===== src/rtl/colscan_pkg.sv =====
package colscan_pkg;

    // sequencer phases
    typedef enum logic [1:0] {
        ST_IDLE  = 2'd0,
        ST_PRE   = 2'd1,
        ST_DWELL = 2'd2
    } scan_state_e;

    // per-row options captured at start
    typedef struct packed {
        logic gray;
        logic pre;
    } scan_mode_t;

    function automatic scan_mode_t make_mode(input logic gray_in, input logic pre_in);
        scan_mode_t m;
        m.gray = gray_in;
        m.pre  = pre_in;
        return m;
    endfunction

endpackage


===== src/rtl/colscan_dwell.sv =====
module colscan_dwell #(
    parameter int DWELL_W = 4
) (
    input  logic               clk,
    input  logic               rst,
    input  logic               run,
    input  logic [DWELL_W-1:0] lim,
    output logic               last
);
    logic [DWELL_W-1:0] cnt_q;

    assign last = run && (cnt_q == lim);

    always_ff @(posedge clk) begin
        if (rst) begin
            cnt_q <= '0;
        end else if (!run || last) begin
            cnt_q <= '0;
        end else begin
            cnt_q <= cnt_q + 1'b1;
        end
    end
endmodule


===== src/rtl/colscan_fsm.sv =====
module colscan_fsm
    import colscan_pkg::*;
#(
    parameter int ADDR_W  = 8,
    parameter int DWELL_W = 4
) (
    input  logic               clk,
    input  logic               rst,
    input  logic               start,
    input  logic               gray_in,
    input  logic               pre_in,
    input  logic [DWELL_W-1:0] dwell_in,
    input  logic               last,
    output scan_state_e        state,
    output scan_mode_t         mode,
    output logic [DWELL_W-1:0] lim,
    output logic               load,
    output logic               load_gray,
    output logic [ADDR_W-1:0]  step_nx,
    output logic               row_done
);
    logic [ADDR_W-1:0] step_q;
    logic              final_col;

    assign final_col = (step_q == {ADDR_W{1'b1}});
    assign step_nx   = (state == ST_IDLE) ? '0 : step_q + 1'b1;
    assign load_gray = (state == ST_IDLE) ? gray_in : mode.gray;

    always_comb begin
        load = 1'b0;
        case (state)
            ST_IDLE:  load = start && !pre_in;
            ST_PRE:   load = 1'b1;
            ST_DWELL: load = last && !final_col && !mode.pre;
            default:  load = 1'b0;
        endcase
    end

    always_ff @(posedge clk) begin
        if (rst) begin
            state    <= ST_IDLE;
            mode     <= make_mode(1'b0, 1'b0);
            lim      <= '0;
            step_q   <= '0;
            row_done <= 1'b0;
        end else begin
            row_done <= 1'b0;
            case (state)
                ST_IDLE: begin
                    if (start) begin
                        mode <= make_mode(gray_in, pre_in);
                        lim  <= (dwell_in == '0) ? '0 : dwell_in - 1'b1;
                        if (pre_in) begin
                            state  <= ST_PRE;
                            step_q <= {ADDR_W{1'b1}};
                        end else begin
                            state  <= ST_DWELL;
                            step_q <= step_nx;
                        end
                    end
                end
                ST_PRE: begin
                    state  <= ST_DWELL;
                    step_q <= step_nx;
                end
                ST_DWELL: begin
                    if (last) begin
                        if (final_col) begin
                            state    <= ST_IDLE;
                            row_done <= 1'b1;
                        end else if (mode.pre) begin
                            state <= ST_PRE;
                        end else begin
                            step_q <= step_nx;
                        end
                    end
                end
                default: state <= ST_IDLE;
            endcase
        end
    end
endmodule


===== src/rtl/colscan_addr.sv =====
module colscan_addr #(
    parameter int ADDR_W = 8
) (
    input  logic              clk,
    input  logic              rst,
    input  logic              load,
    input  logic              gray,
    input  logic [ADDR_W-1:0] step_nx,
    output logic [ADDR_W-1:0] col_addr,
    output logic [ADDR_W-1:0] col_index
);
    logic [ADDR_W-1:0] flip;
    logic [ADDR_W-1:0] gcode;

    // bit to toggle when the Gray register advances to step_nx
    // gcode: reflected code of step_nx for the index path
    for (genvar i = 0; i < ADDR_W; i++) begin : g_bits
        if (i == 0) begin : g_lsb
            assign flip[i] = step_nx[i];
        end else begin : g_upper
            assign flip[i] = step_nx[i] && (step_nx[i-1:0] == '0);
        end
        if (i == ADDR_W - 1) begin : g_top
            assign gcode[i] = step_nx[i];
        end else begin : g_low
            assign gcode[i] = step_nx[i] ^ step_nx[i+1];
        end
    end

    always_ff @(posedge clk) begin
        if (rst) begin
            col_addr  <= '0;
            col_index <= '0;
        end else if (load) begin
            if (!gray) begin
                col_addr  <= step_nx;
                col_index <= step_nx;
            end else begin
                col_addr  <= (step_nx == '0) ? '0 : (col_addr ^ flip);
                col_index <= gcode;
            end
        end
    end
endmodule


===== src/rtl/colscan_seq.sv =====
module colscan_seq
    import colscan_pkg::*;
#(
    parameter int ADDR_W  = 8,
    parameter int DWELL_W = 4
) (
    input  logic               clk,
    input  logic               rst,
    input  logic               start,
    input  logic               gray_mode,
    input  logic               pre_en,
    input  logic [DWELL_W-1:0] dwell_len,
    output logic [ADDR_W-1:0]  col_addr,
    output logic [ADDR_W-1:0]  col_index,
    output logic               pre_stb,
    output logic               sample_stb,
    output logic               row_done
);
    scan_state_e        state;
    scan_mode_t         mode_q;
    logic [DWELL_W-1:0] lim;
    logic               last;
    logic               load;
    logic               load_gray;
    logic [ADDR_W-1:0]  step_nx;
    logic               busy;
    logic               cfg_gray;
    logic               cfg_pre;

    assign busy       = (state != ST_IDLE);
    assign cfg_gray   = mode_q.gray;
    assign cfg_pre    = mode_q.pre;
    assign pre_stb    = (state == ST_PRE);
    assign sample_stb = last;

    colscan_fsm #(.ADDR_W(ADDR_W), .DWELL_W(DWELL_W)) u_fsm (
        .clk       (clk),
        .rst       (rst),
        .start     (start),
        .gray_in   (gray_mode),
        .pre_in    (pre_en),
        .dwell_in  (dwell_len),
        .last      (last),
        .state     (state),
        .mode      (mode_q),
        .lim       (lim),
        .load      (load),
        .load_gray (load_gray),
        .step_nx   (step_nx),
        .row_done  (row_done)
    );

    colscan_dwell #(.DWELL_W(DWELL_W)) u_dwell (
        .clk  (clk),
        .rst  (rst),
        .run  (state == ST_DWELL),
        .lim  (lim),
        .last (last)
    );

    colscan_addr #(.ADDR_W(ADDR_W)) u_addr (
        .clk       (clk),
        .rst       (rst),
        .load      (load),
        .gray      (load_gray),
        .step_nx   (step_nx),
        .col_addr  (col_addr),
        .col_index (col_index)
    );
endmodule


===== config.mk =====
export PLATFORM = sky130hd
export DESIGN_NAME = colscan_seq
export DESIGN_NICKNAME = d
export VERILOG_FILES = /design/src/rtl/colscan_pkg.sv /design/src/rtl/colscan_dwell.sv /design/src/rtl/colscan_fsm.sv /design/src/rtl/colscan_addr.sv /design/src/rtl/colscan_seq.sv
export SDC_FILE = /design/constraint.sdc
export NUM_CORES = 1
export LEC_CHECK = 0
export ABC_AREA = 1
export ABC_CLOCK_PERIOD_IN_PS = 2400
export BUFFER_PORTS_ARGS = -buffer_cell sky130_fd_sc_hd__buf_2
export CAP_MARGIN = 40
export CORE_ASPECT_RATIO = 1.25
export CORE_MARGIN = 1
export CORE_UTILIZATION = 50
export DETAILED_ROUTE_END_ITERATION = 16
export HOLD_SLACK_MARGIN = 0.02
export PLACE_DENSITY = 0.7
export SLEW_MARGIN = 20
export SYNTH_ARGS = -nofsm -noshare
export SYNTH_HDL_FRONTEND = slang
export SYNTH_HIERARCHICAL = 1
export SYNTH_SLANG_ARGS = --single-unit
export TNS_END_PERCENT = 1

===== constraint.sdc =====
create_clock -name clk -period 2.4 [get_ports clk]
set_input_delay 0.12 -clock clk [delete_from_list [all_inputs] [get_ports clk]]
set_output_delay 0.12 -clock clk [all_outputs]
set_load 0.01 [all_outputs]

==> impl_metrics.json, run 1 <==
{
  "antenna_found_initial": 0,
  "skew_ns": 0.00399,
  "combPwrFrac_pct": 53.2,
  "via_count": 2232,
  "core_area_um2": 4460,
  "first_iter_violations": 117,
  "synthTopCellsByArea": "dfxtp_1, nand2_1, inv_1, nor2_1, ha_1",
  "antenna_left": 0,
  "slew_headroom_pct": 75.6,
  "swShare_pct": 45.5,
  "start_util_pct": 52.6,
  "hold_end": "u_fsm/lim[3]$_SDFFE_PP0P_",
  "nets": 401,
  "grt_usage_pct": 21.5,
  "io_buffers": 27,
  "wire_per_inst_um": 11.6,
  "fp.dieArea_um2": 4970,
  "p_seq_share_pct": 29.8,
  "synthCells": 352,
  "crit_fanout": 12,
  "worst_setup_path_start_kind": "flop",
  "post_cts_buffers": 0,
  "gr-total-overflow": 0,
  "switchingPower_mw": 1.51,
  "grt.busiest_layer": "met2",
  "grtUsageMet2_pct": 39.5,
  "fp.dieW_um": 63.3,
  "critical_path_class": "reg -> reg",
  "grt_max_degree": 24,
  "drv_slew": 0,
  "cts_made_buffers": 5,
  "grt_pass1_vias": 1973,
  "power_density_nw_per_um2": 1250,
  "power_mw": 3.32,
  "final_common_cell": "nand2_1",
  "worstHoldStart": "dwell_len[3]",
  "vdd_ir_drop_max_mv": 0.544,
  "first_pass_iters": 4,
  "syn_area_per_cell_um2": 6.66,
  "outcome": "finished clean",
  "use_met3_pct": 5.67,
  "insertion_delay_ns": 0.29,
  "vias_per_cell": 5.07,
  "yosysTopAreaCell": "dfxtp_1",
  "fin_crit_sh_pct": 90.5,
  "n_antenna_cell": 0,
  "ctsResizeCount": 0,
  "leakage_nw": 1.36,
  "crit_required_ns": 2.62,
  "clockRootBuffer": "clkbuf_8",
  "maxCapViolations": 0,
  "seq_area_frac_synth_pct": 31.6,
  "reg2reg_slack_ns": 0.23,
  "hold_path_depth": 3,
  "synth_cell_types": 31,
  "hold_path_class": "in -> reg",
  "routed_wl_mm": 5.09,
  "dpl.cell_count": 432,
  "power_frac_clock_pct": 17.0,
  "path_clk_slew_ns": 0.08,
  "r2r_end": "u_addr/col_addr[4]$_SDFFE_PP0P_",
  "fmax_mhz": 461,
  "ios": 28,
  "ys.flop_type": "dfxtp_1",
  "crit_path_end_kind": "flop",
  "ctsHoldBuffers": 0,
  "layout.cells.non_filler": 440,
  "synth_nets": 372,
  "synth_top_cell_area_share_pct": 31.6,
  "finalSetupViolCount": 0,
  "final_cell_mix": "nand2_1, inv_1, nor2_1, dfxtp_1, buf_2",
  "synthArstFlopShare_pct": 0,
  "netlist_area_um2": 2350,
  "synth_edf_count": 0,
  "hpwl_mm": 3.90,
  "layout_min_cycle_time_ns": 2.17,
  "place_congestion": 1.00,
  "area_growth_pct": 13.5,
  "drc": 0,
  "met1_usage_pct": 22.3,
  "cts.path.max_buffers": 2,
  "tritoncts": "yes",
  "cts.sinks": 37,
  "die_y_um": 78.6,
  "grt_pass1_wl_mm": 8.45,
  "worstRegToRegCells": 12,
  "regToRegStartpoint": "u_fsm/state[0]$_SDFFE_PP0P_",
  "htree_levels": 2,
  "internal-power_mw": 1.81,
  "drive_gt1_share_pct": 16.5,
  "max_slew.worst_pin.slew_ns": 0.365,
  "finalHoldViolCount": 0,
  "synth-seq-cells": 37,
  "synth_warnings": 6,
  "rows": 27,
  "arrival_ns": 2.39
}
flip-flops by register name (all words and copies together) (netlist names):
signal            flops
u_addr/col_addr       8
u_addr/col_index      8
u_fsm/step_q          8
u_dwell/cnt_q         4
u_fsm/lim             4
u_fsm/mode            2
u_fsm/state           2
u_fsm/row_done        1
critical path, cell delays in order (launching register included):
cell and delay, ns:
dfxtp_1 0.40, inv_1 0.12, ha_2 0.29, inv_1 0.15
nand3_1 0.12, inv_1 0.15, inv_1 0.06, ha_1 0.22
nand2_4 0.13, nor2_4 0.06, nor2_4 0.18, nand3_1 0.10
a21oi_1 0.14
synthesized netlist by cell type, drive strengths merged (4+ instances only):
library cell,instances
a21oi,25
buf,6
ha,11
o21bai,5
o21ai,25
nor2,44
o211ai,4
dfxtp,37
nand3,19
nand4,5
xor2,7
nand2,88
inv,65
logic make-up after synthesis:
logic type,synth area share (%)
compound gates,14.7
xor+xnor,3.36
fa+ha+maj,5.87
buf+inv,12.5
flops,31.6
simple gates,31.9
final cells by class:
cell class / count / area [µm²]
multi-input cells: 242 / 1310
well taps: 58 / 72.6
flip-flops and latches: 37 / 742
repair buffers: 30 / 170
clock inverters: 2 / 37.5
inverters: 65 / 244
clock buffers: 6 / 82.6
fillers: 446 / 1800
power groups by stage:
| stage | clock network (mW) | registers [mW] | logic, mW |
|---|---|---|---|
| finish | 0.565 | 0.989 | 1.76 |
| global placement | 0 | 0.995 | 1.72 |
| floorplan | 0 | 1.03 | 1.28 |
| detailed placement | 0 | 1.00 | 1.74 |
| CTS | 0.582 | 0.990 | 1.75 |
| global route | 0.612 | 1.02 | 1.98 |
routing by layer:
layer	up-vias	part of all wire, %
li1	1161	-
met1	1005	42
met2	54	53
met3	12	3.5
met4	0	2.1
met5	-	0
stage by stage:
step | worst slack, ns | area (µm²) | hold slack (ns) | setup TNS [ns] | util, %
after CTS | 0.0802 | 2660 | 0.118 | 0 | 59.6
after detailed placement | 0.0916 | 2540 | 0.427 | 0 | 56.9
after global routing | -0.00838 | 2660 | 0.139 | -0.00838 | 59.7
final | 0.229 | 2660 | 0.130 | 0 | 59.7
after floorplan | 0.377 | 2350 | 0.182 | 0 | -
after global placement | 0.160 | 2540 | 0.426 | 0 | 56.9
worst max-delay path by stage:
stage	start	to	cells after the start
2_1_floorplan	u_fsm/state[0]$_SDFFE_PP0P_	u_addr/col_index[6]$_SDFFE_PP0P_	13
3_3_place_gp	u_fsm/state[1]$_SDFFE_PP0P_	u_addr/col_addr[0]$_SDFFE_PP0P_	12
5_1_grt	u_fsm/state[0]$_SDFFE_PP0P_	u_addr/col_addr[5]$_SDFFE_PP0P_	12
3_5_place_dp	u_fsm/state[0]$_SDFFE_PP0P_	u_addr/col_addr[4]$_SDFFE_PP0P_	12
6_report	u_fsm/state[0]$_SDFFE_PP0P_	u_addr/col_addr[4]$_SDFFE_PP0P_	12
4_1_cts	u_fsm/state[0]$_SDFFE_PP0P_	u_addr/col_addr[4]$_SDFFE_PP0P_	12
Note: power is estimated with default switching activity, not from simulation.
==> inputs of run 2 (changes only) <==
--- a/config.mk
+++ b/config.mk
@@ -9,7 +9,6 @@
 export ABC_CLOCK_PERIOD_IN_PS = 2400
 export BUFFER_PORTS_ARGS = -buffer_cell sky130_fd_sc_hd__buf_2
 export CAP_MARGIN = 40
-export CORE_ASPECT_RATIO = 1.25
 export CORE_MARGIN = 1
 export CORE_UTILIZATION = 50
 export DETAILED_ROUTE_END_ITERATION = 16
==> run 2 against run 1 <==
The run now ends with DRC left. Non-clock buffer count up 1. Critical path type unchanged. Via count down 2.9%. Highest routed layer unchanged. Sequential power down 0.7%. Fmax up 2.5%. Cell count down 1.1%.
==> impl_metrics.json, run 2 (synthesized netlist as in run 1, its figures left out) <==
{
  "fp.dieW_um": 70.5,
  "stdcell_area_um2": 2630,
  "cts_made_buffers": 5,
  "htree_levels": 2,
  "die_y_um": 70.5,
  "first_pass_iters": 10,
  "outcome": "finished, violations left",
  "crit_required_ns": 2.62,
  "tns_ns": 0,
  "n_antenna_cell": 0,
  "wire_per_inst_um": 11.2,
  "leakage_nw": 1.36,
  "met3_length_um": 129,
  "area_growth_pct": 12.1,
  "final_common_cell": "nand2_1",
  "fmax_mhz": 472,
  "dpl.cell_count": 427,
  "clockRootBuffer": "clkbuf_8",
  "fp.dieArea_um2": 4970,
  "slowest_delay_ns": 0.40,
  "nets": 402,
  "antenna_found_initial": 0,
  "worst_setup_path_start_kind": "flop",
  "slowest_stage": "dfxtp_1",
  "fin_crit_sh_pct": 88.3,
  "grt_pass1_vias": 1949,
  "grt_pass1_wl_mm": 8.57,
  "final_cell_mix": "nand2_1, inv_1, nor2_1, dfxtp_1, buf_2",
  "power_density_nw_per_um2": 1220,
  "drive_gt1_share_pct": 15.9,
  "drv_slew": 0,
  "placed_area_um2": 2530,
  "ios": 28,
  "maxCapViolations": 0,
  "hold_path_class": "in -> reg",
  "vdd_ir_drop_max_mv": 0.663,
  "crit_path_end_kind": "flop",
  "io_buffers": 27,
  "rows": 24,
  "max_slew.worst_pin.slew_ns": 0.343,
  "gr-total-overflow": 0,
  "seq_area_um2": 741,
  "slew_headroom_pct": 77.1,
  "place_congestion": 0.854,
  "routed.top_layer": "met4",
  "cts.sinks": 37,
  "tritoncts": "yes",
  "grt_usage_pct": 21.6,
  "finalSetupViolCount": 0,
  "critical_path_class": "reg -> reg",
  "core_area_um2": 4440,
  "via_count": 2167,
  "cp.buffers_inverters": 4,
  "grt_max_degree": 16,
  "layout.cells.non_filler": 435,
  "rsz0062_at_grt": "false",
  "path_clk_slew_ns": 0.07,
  "first_iter_violations": 122,
  "antenna_left": 0,
  "start_util_pct": 52.8,
  "n_fill_cell": 435,
  "insertion_delay_ns": 0.29,
  "hpwl_mm": 3.76,
  "m1WireLength_mm": 2.44,
  "skew_ns": 0.00803,
  "finalHoldViolCount": 0,
  "cts.path.max_buffers": 2,
  "drc": 2,
  "routed_wl_mm": 4.86,
  "layout_min_cycle_time_ns": 2.12,
  "wl_met2_mm": 2.24,
  "reg_top3": "u_addr/col_addr: 8 flops, u_addr/col_index: 8 flops, u_fsm/step_q: 8 flops",
  "multi_input_area_um2": 1310,
  "cpMostUsedCell": "inv_1",
  "worstPathCellList": "inv_1 -> ha_2 -> inv_1 -> nand3_1 -> inv_1 -> inv_1 -> ha_1 -> nand2_1 -> nor2_4 -> nor2_4 -> nand3_1 -> a21oi_1",
  "violations": "DRC",
  "vias_per_cell": 4.98,
  "cp_top_family": "simple AND/OR/NAND/NOR gates",
  "holdWs_ns": 0.137,
  "arrival_ns": 2.34,
  "crit_fanout": 12
}
==> run 2: cell count changes in the layout (fill, tap and decap cells not counted) <==
cell | before | now
buf_4 | 2 | 4
dfxtp_1 | 36 | 37
clkbuf_8 | 6 | 7
inv_2 | 4 | 2
buf_12 | 1 | 0
inv_1 | 61 | 63
clkinv_2 | 0 | 1
bufinv_16 | 1 | 0
clkinvlp_4 | 1 | 0
dfxtp_2 | 1 | 0
==> run 2: through the flow <==
| stage | setup WS (ns) | power, mW | util [%] |
|---|---|---|---|
| after floorplan | 0.377 | 2.31 | - |
| after global placement | 0.296 | 2.70 | 56.8 |
| after detailed placement | 0.209 | 2.71 | 56.8 |
| after CTS | 0.186 | 3.21 | 59.1 |
| after global routing | 0.00554 | 3.51 | 59.2 |
| final | 0.281 | 3.20 | 59.2 |
==> run 2: path summary, 6_finish.rpt <==
path                                          end  depth (start not counted)                        start  slack (ns)
setup / recovery  u_addr/col_addr[5]$_SDFFE_PP0P_                         12  u_fsm/state[0]$_SDFFE_PP0P_        0.28
hold / removal          u_fsm/lim[3]$_SDFFE_PP0P_                          3                 dwell_len[3]        0.14
setup reg to reg  u_addr/col_addr[5]$_SDFFE_PP0P_                         12  u_fsm/state[0]$_SDFFE_PP0P_        0.28
hold reg to reg        u_fsm/mode[1]$_SDFFE_PP0P_                          2   u_fsm/mode[1]$_SDFFE_PP0P_        0.48
==> run 2: layer usage <==
| metal | track usage [%] | vias up |
|---|---|---|
| li1 | - | 1162 |
| met1 | 29.4 | 970 |
| met2 | 34.4 | 31 |
| met3 | 4.33 | 4 |
| met4 | 6.80 | 0 |
| met5 | 0 | - |
==> run 2: worst register-to-register path, stage by stage (launching register included) <==
cell and delay [ns]:
dfxtp_1 0.40, inv_1 0.12, ha_2 0.27, inv_1 0.16, nand3_1 0.12, inv_1 0.16, inv_1 0.06, ha_1 0.21
nand2_1 0.12, nor2_4 0.05, nor2_4 0.17, nand3_1 0.10, a21oi_1 0.13
==> run 2: layout make-up <==
cell class              instances  area share (%)
clock buffers                   7            3.66
clock inverters                 1           0.190
inverters                      65            9.28
multi-input cells             242            50.0
flip-flops and latches         37            28.2
well taps                      52            2.47
repair buffers                 31            6.28
==> run 2: repair_timing <==
item,in CTS,in global routing
setup buffers,0,0
hold buffers,0,0
resized for setup,0,1
endpoints found under the setup margin,0,8
==> run 2: power by group <==
| group | switching [mW] | internal (mW) |
|---|---|---|
| Combinational | 1.10 | 0.633 |
| Clock | 0.219 | 0.260 |
| Sequential | 0.154 | 0.827 |
==> inputs of run 3 (changes only) <==
--- a/config.mk
+++ b/config.mk
@@ -6,11 +6,12 @@
 export NUM_CORES = 1
 export LEC_CHECK = 0
 export ABC_AREA = 1
-export ABC_CLOCK_PERIOD_IN_PS = 2400
+export ABC_CLOCK_PERIOD_IN_PS = 2700
 export BUFFER_PORTS_ARGS = -buffer_cell sky130_fd_sc_hd__buf_2
 export CAP_MARGIN = 40
 export CORE_MARGIN = 1
 export CORE_UTILIZATION = 50
+export CTS_BUF_LIST = sky130_fd_sc_hd__clkbuf_4 sky130_fd_sc_hd__clkbuf_8 sky130_fd_sc_hd__clkbuf_16
 export DETAILED_ROUTE_END_ITERATION = 16
 export HOLD_SLACK_MARGIN = 0.02
 export PLACE_DENSITY = 0.7
==> constraint.sdc (replaced) <==
create_clock -name clk -period 2.7 [get_ports clk]
set_input_delay 0.135 -clock clk [delete_from_list [all_inputs] [get_ports clk]]
set_output_delay 0.135 -clock clk [all_outputs]
set_load 0.01 [all_outputs]
==> run 3 against run 2 <==
The flow still finishes with violations (DRC). Via count shrank 0.88%. Largest cell class unchanged. Cell count down 0.46%. Flip-flop and latch count did not move. Fmax fell by 9.7%. Wire length decreased by 0.19%.
==> impl_metrics.json, run 3 (synthesized netlist as in run 1, its figures left out) <==
{
  "outcome": "finished, violations left",
  "violations": "DRC",
  "insertion_delay_ns": 0.29,
  "routed_wl_mm": 4.85,
  "first_iter_violations": 110,
  "slew_headroom_pct": 75.3,
  "crit_path_end_kind": "flop",
  "dpl.cell_count": 425,
  "area_growth_pct": 11.9,
  "critical_path_class": "reg -> reg",
  "cts_made_buffers": 5,
  "via_count": 2148,
  "tritoncts": "yes",
  "fp.dieArea_um2": 4970,
  "reg_top3": "u_addr/col_addr: 8 flops, u_addr/col_index: 8 flops, u_fsm/step_q: 8 flops",
  "drc": 2,
  "fmax_mhz": 426,
  "power_density_nw_per_um2": 1100,
  "stdcell_area_um2": 2630,
  "clockRootBuffer": "clkbuf_8",
  "fin_crit_sh_pct": 86.9,
  "grt_max_degree": 24,
  "ctsHoldBuffers": 0,
  "tns_ns": 0,
  "nets": 400,
  "placed_area_um2": 2510,
  "rows": 24,
  "finalHoldViolCount": 0,
  "gr-total-overflow": 0,
  "cts.sinks": 37,
  "cts.path.max_buffers": 2,
  "max_slew.worst_pin.slew_ns": 0.371,
  "drv_slew": 0,
  "wire_per_inst_um": 11.2,
  "final_common_cell": "nand2_1",
  "power_mw": 2.88,
  "htree_levels": 2,
  "layout_min_cycle_time_ns": 2.35,
  "place_congestion": 0.842,
  "rsz0062_at_grt": "false",
  "worst_setup_path_start_kind": "flop",
  "grt_usage_pct": 21.4,
  "maxCapViolations": 0,
  "post_cts_buffers": 0,
  "ctsResizeCount": 0,
  "n_fill_cell": 431,
  "drive_gt1_share_pct": 15.2,
  "ios": 28,
  "n_antenna_cell": 0,
  "crit_required_ns": 2.92,
  "first_pass_iters": 11,
  "start_util_pct": 52.8,
  "seq_area_um2": 741,
  "skew_ns": 0.00755,
  "fp.dieW_um": 70.5,
  "arrival_ns": 2.56,
  "io_buffers": 27,
  "leakage_nw": 1.36,
  "vias_per_cell": 4.96,
  "multi_input_area_um2": 1310,
  "path_clk_slew_ns": 0.07,
  "crit_fanout": 12,
  "antenna_found_initial": 0,
  "die_y_um": 70.5,
  "core_area_um2": 4440,
  "grt_pass1_wl_mm": 8.64,
  "final_cell_mix": "nand2_1, inv_1, nor2_1, dfxtp_1, buf_2",
  "finalSetupViolCount": 0,
  "hold_path_class": "in -> reg",
  "hpwl_mm": 3.67,
  "layout.cells.non_filler": 433,
  "vdd_ir_drop_max_mv": 0.731,
  "antenna_left": 0,
  "grt_pass1_vias": 1993
}
==> run 3: critical path, stage by stage (launching register included) <==
cell and delay, ns:
dfxtp_1 0.40, inv_1 0.11, ha_1 0.34, inv_1 0.21
nand2_1 0.09, inv_1 0.15, inv_1 0.08, ha_1 0.27
nand2_4 0.14, nor2_4 0.06, nor2_4 0.19, nand3_1 0.12
a21oi_1 0.12
==> run 3: path summary, 6_finish.rpt <==
kind | from | endpoint | slack, ns | depth (start not counted)
setup / recovery | u_fsm/state[0]$_SDFFE_PP0P_ | u_addr/col_addr[6]$_SDFFE_PP0P_ | 0.35 | 12
hold / removal | dwell_len[3] | u_fsm/lim[3]$_SDFFE_PP0P_ | 0.15 | 3
setup reg to reg | u_fsm/state[0]$_SDFFE_PP0P_ | u_addr/col_addr[6]$_SDFFE_PP0P_ | 0.35 | 12
hold reg to reg | u_fsm/mode[1]$_SDFFE_PP0P_ | u_fsm/mode[1]$_SDFFE_PP0P_ | 0.46 | 2
==> run 3: per-stage QoR <==
step / hold slack [ns] / worst slack (ns) / utilization [%]
detailed placement: 0.440 / 0.387 / 56.5
global route: 0.166 / 0.0935 / 59.1
CTS: 0.135 / 0.363 / 59.1
global placement: 0.438 / 0.419 / 56.5
finish: 0.149 / 0.354 / 59.1
floorplan: 0.197 / 0.677 / -
==> run 3: layout make-up <==
cell class / instances / area share (%)
multi-input combinational: 242 / 49.9
inverter: 65 / 9.29
sequential: 37 / 28.2
clock inverter: 2 / 1.48
clock buffer: 6 / 2.91
tap: 52 / 2.48
timing repair buffer: 29 / 5.72
==> run 3: where the power goes <==
group	leakage, nW	switching [mW]	internal, mW
combinational	0.994	0.976	0.543
clock	0.0588	0.202	0.287
sequential	0.304	0.140	0.735
==> run 3: routing by layer <==
layer | share of wire, % | global-route usage, %
met5 | 0 | 0
met4 | 0.31 | 4.76
met3 | 4.2 | 4.04
met2 | 44 | 34.0
met1 | 51 | 30.2
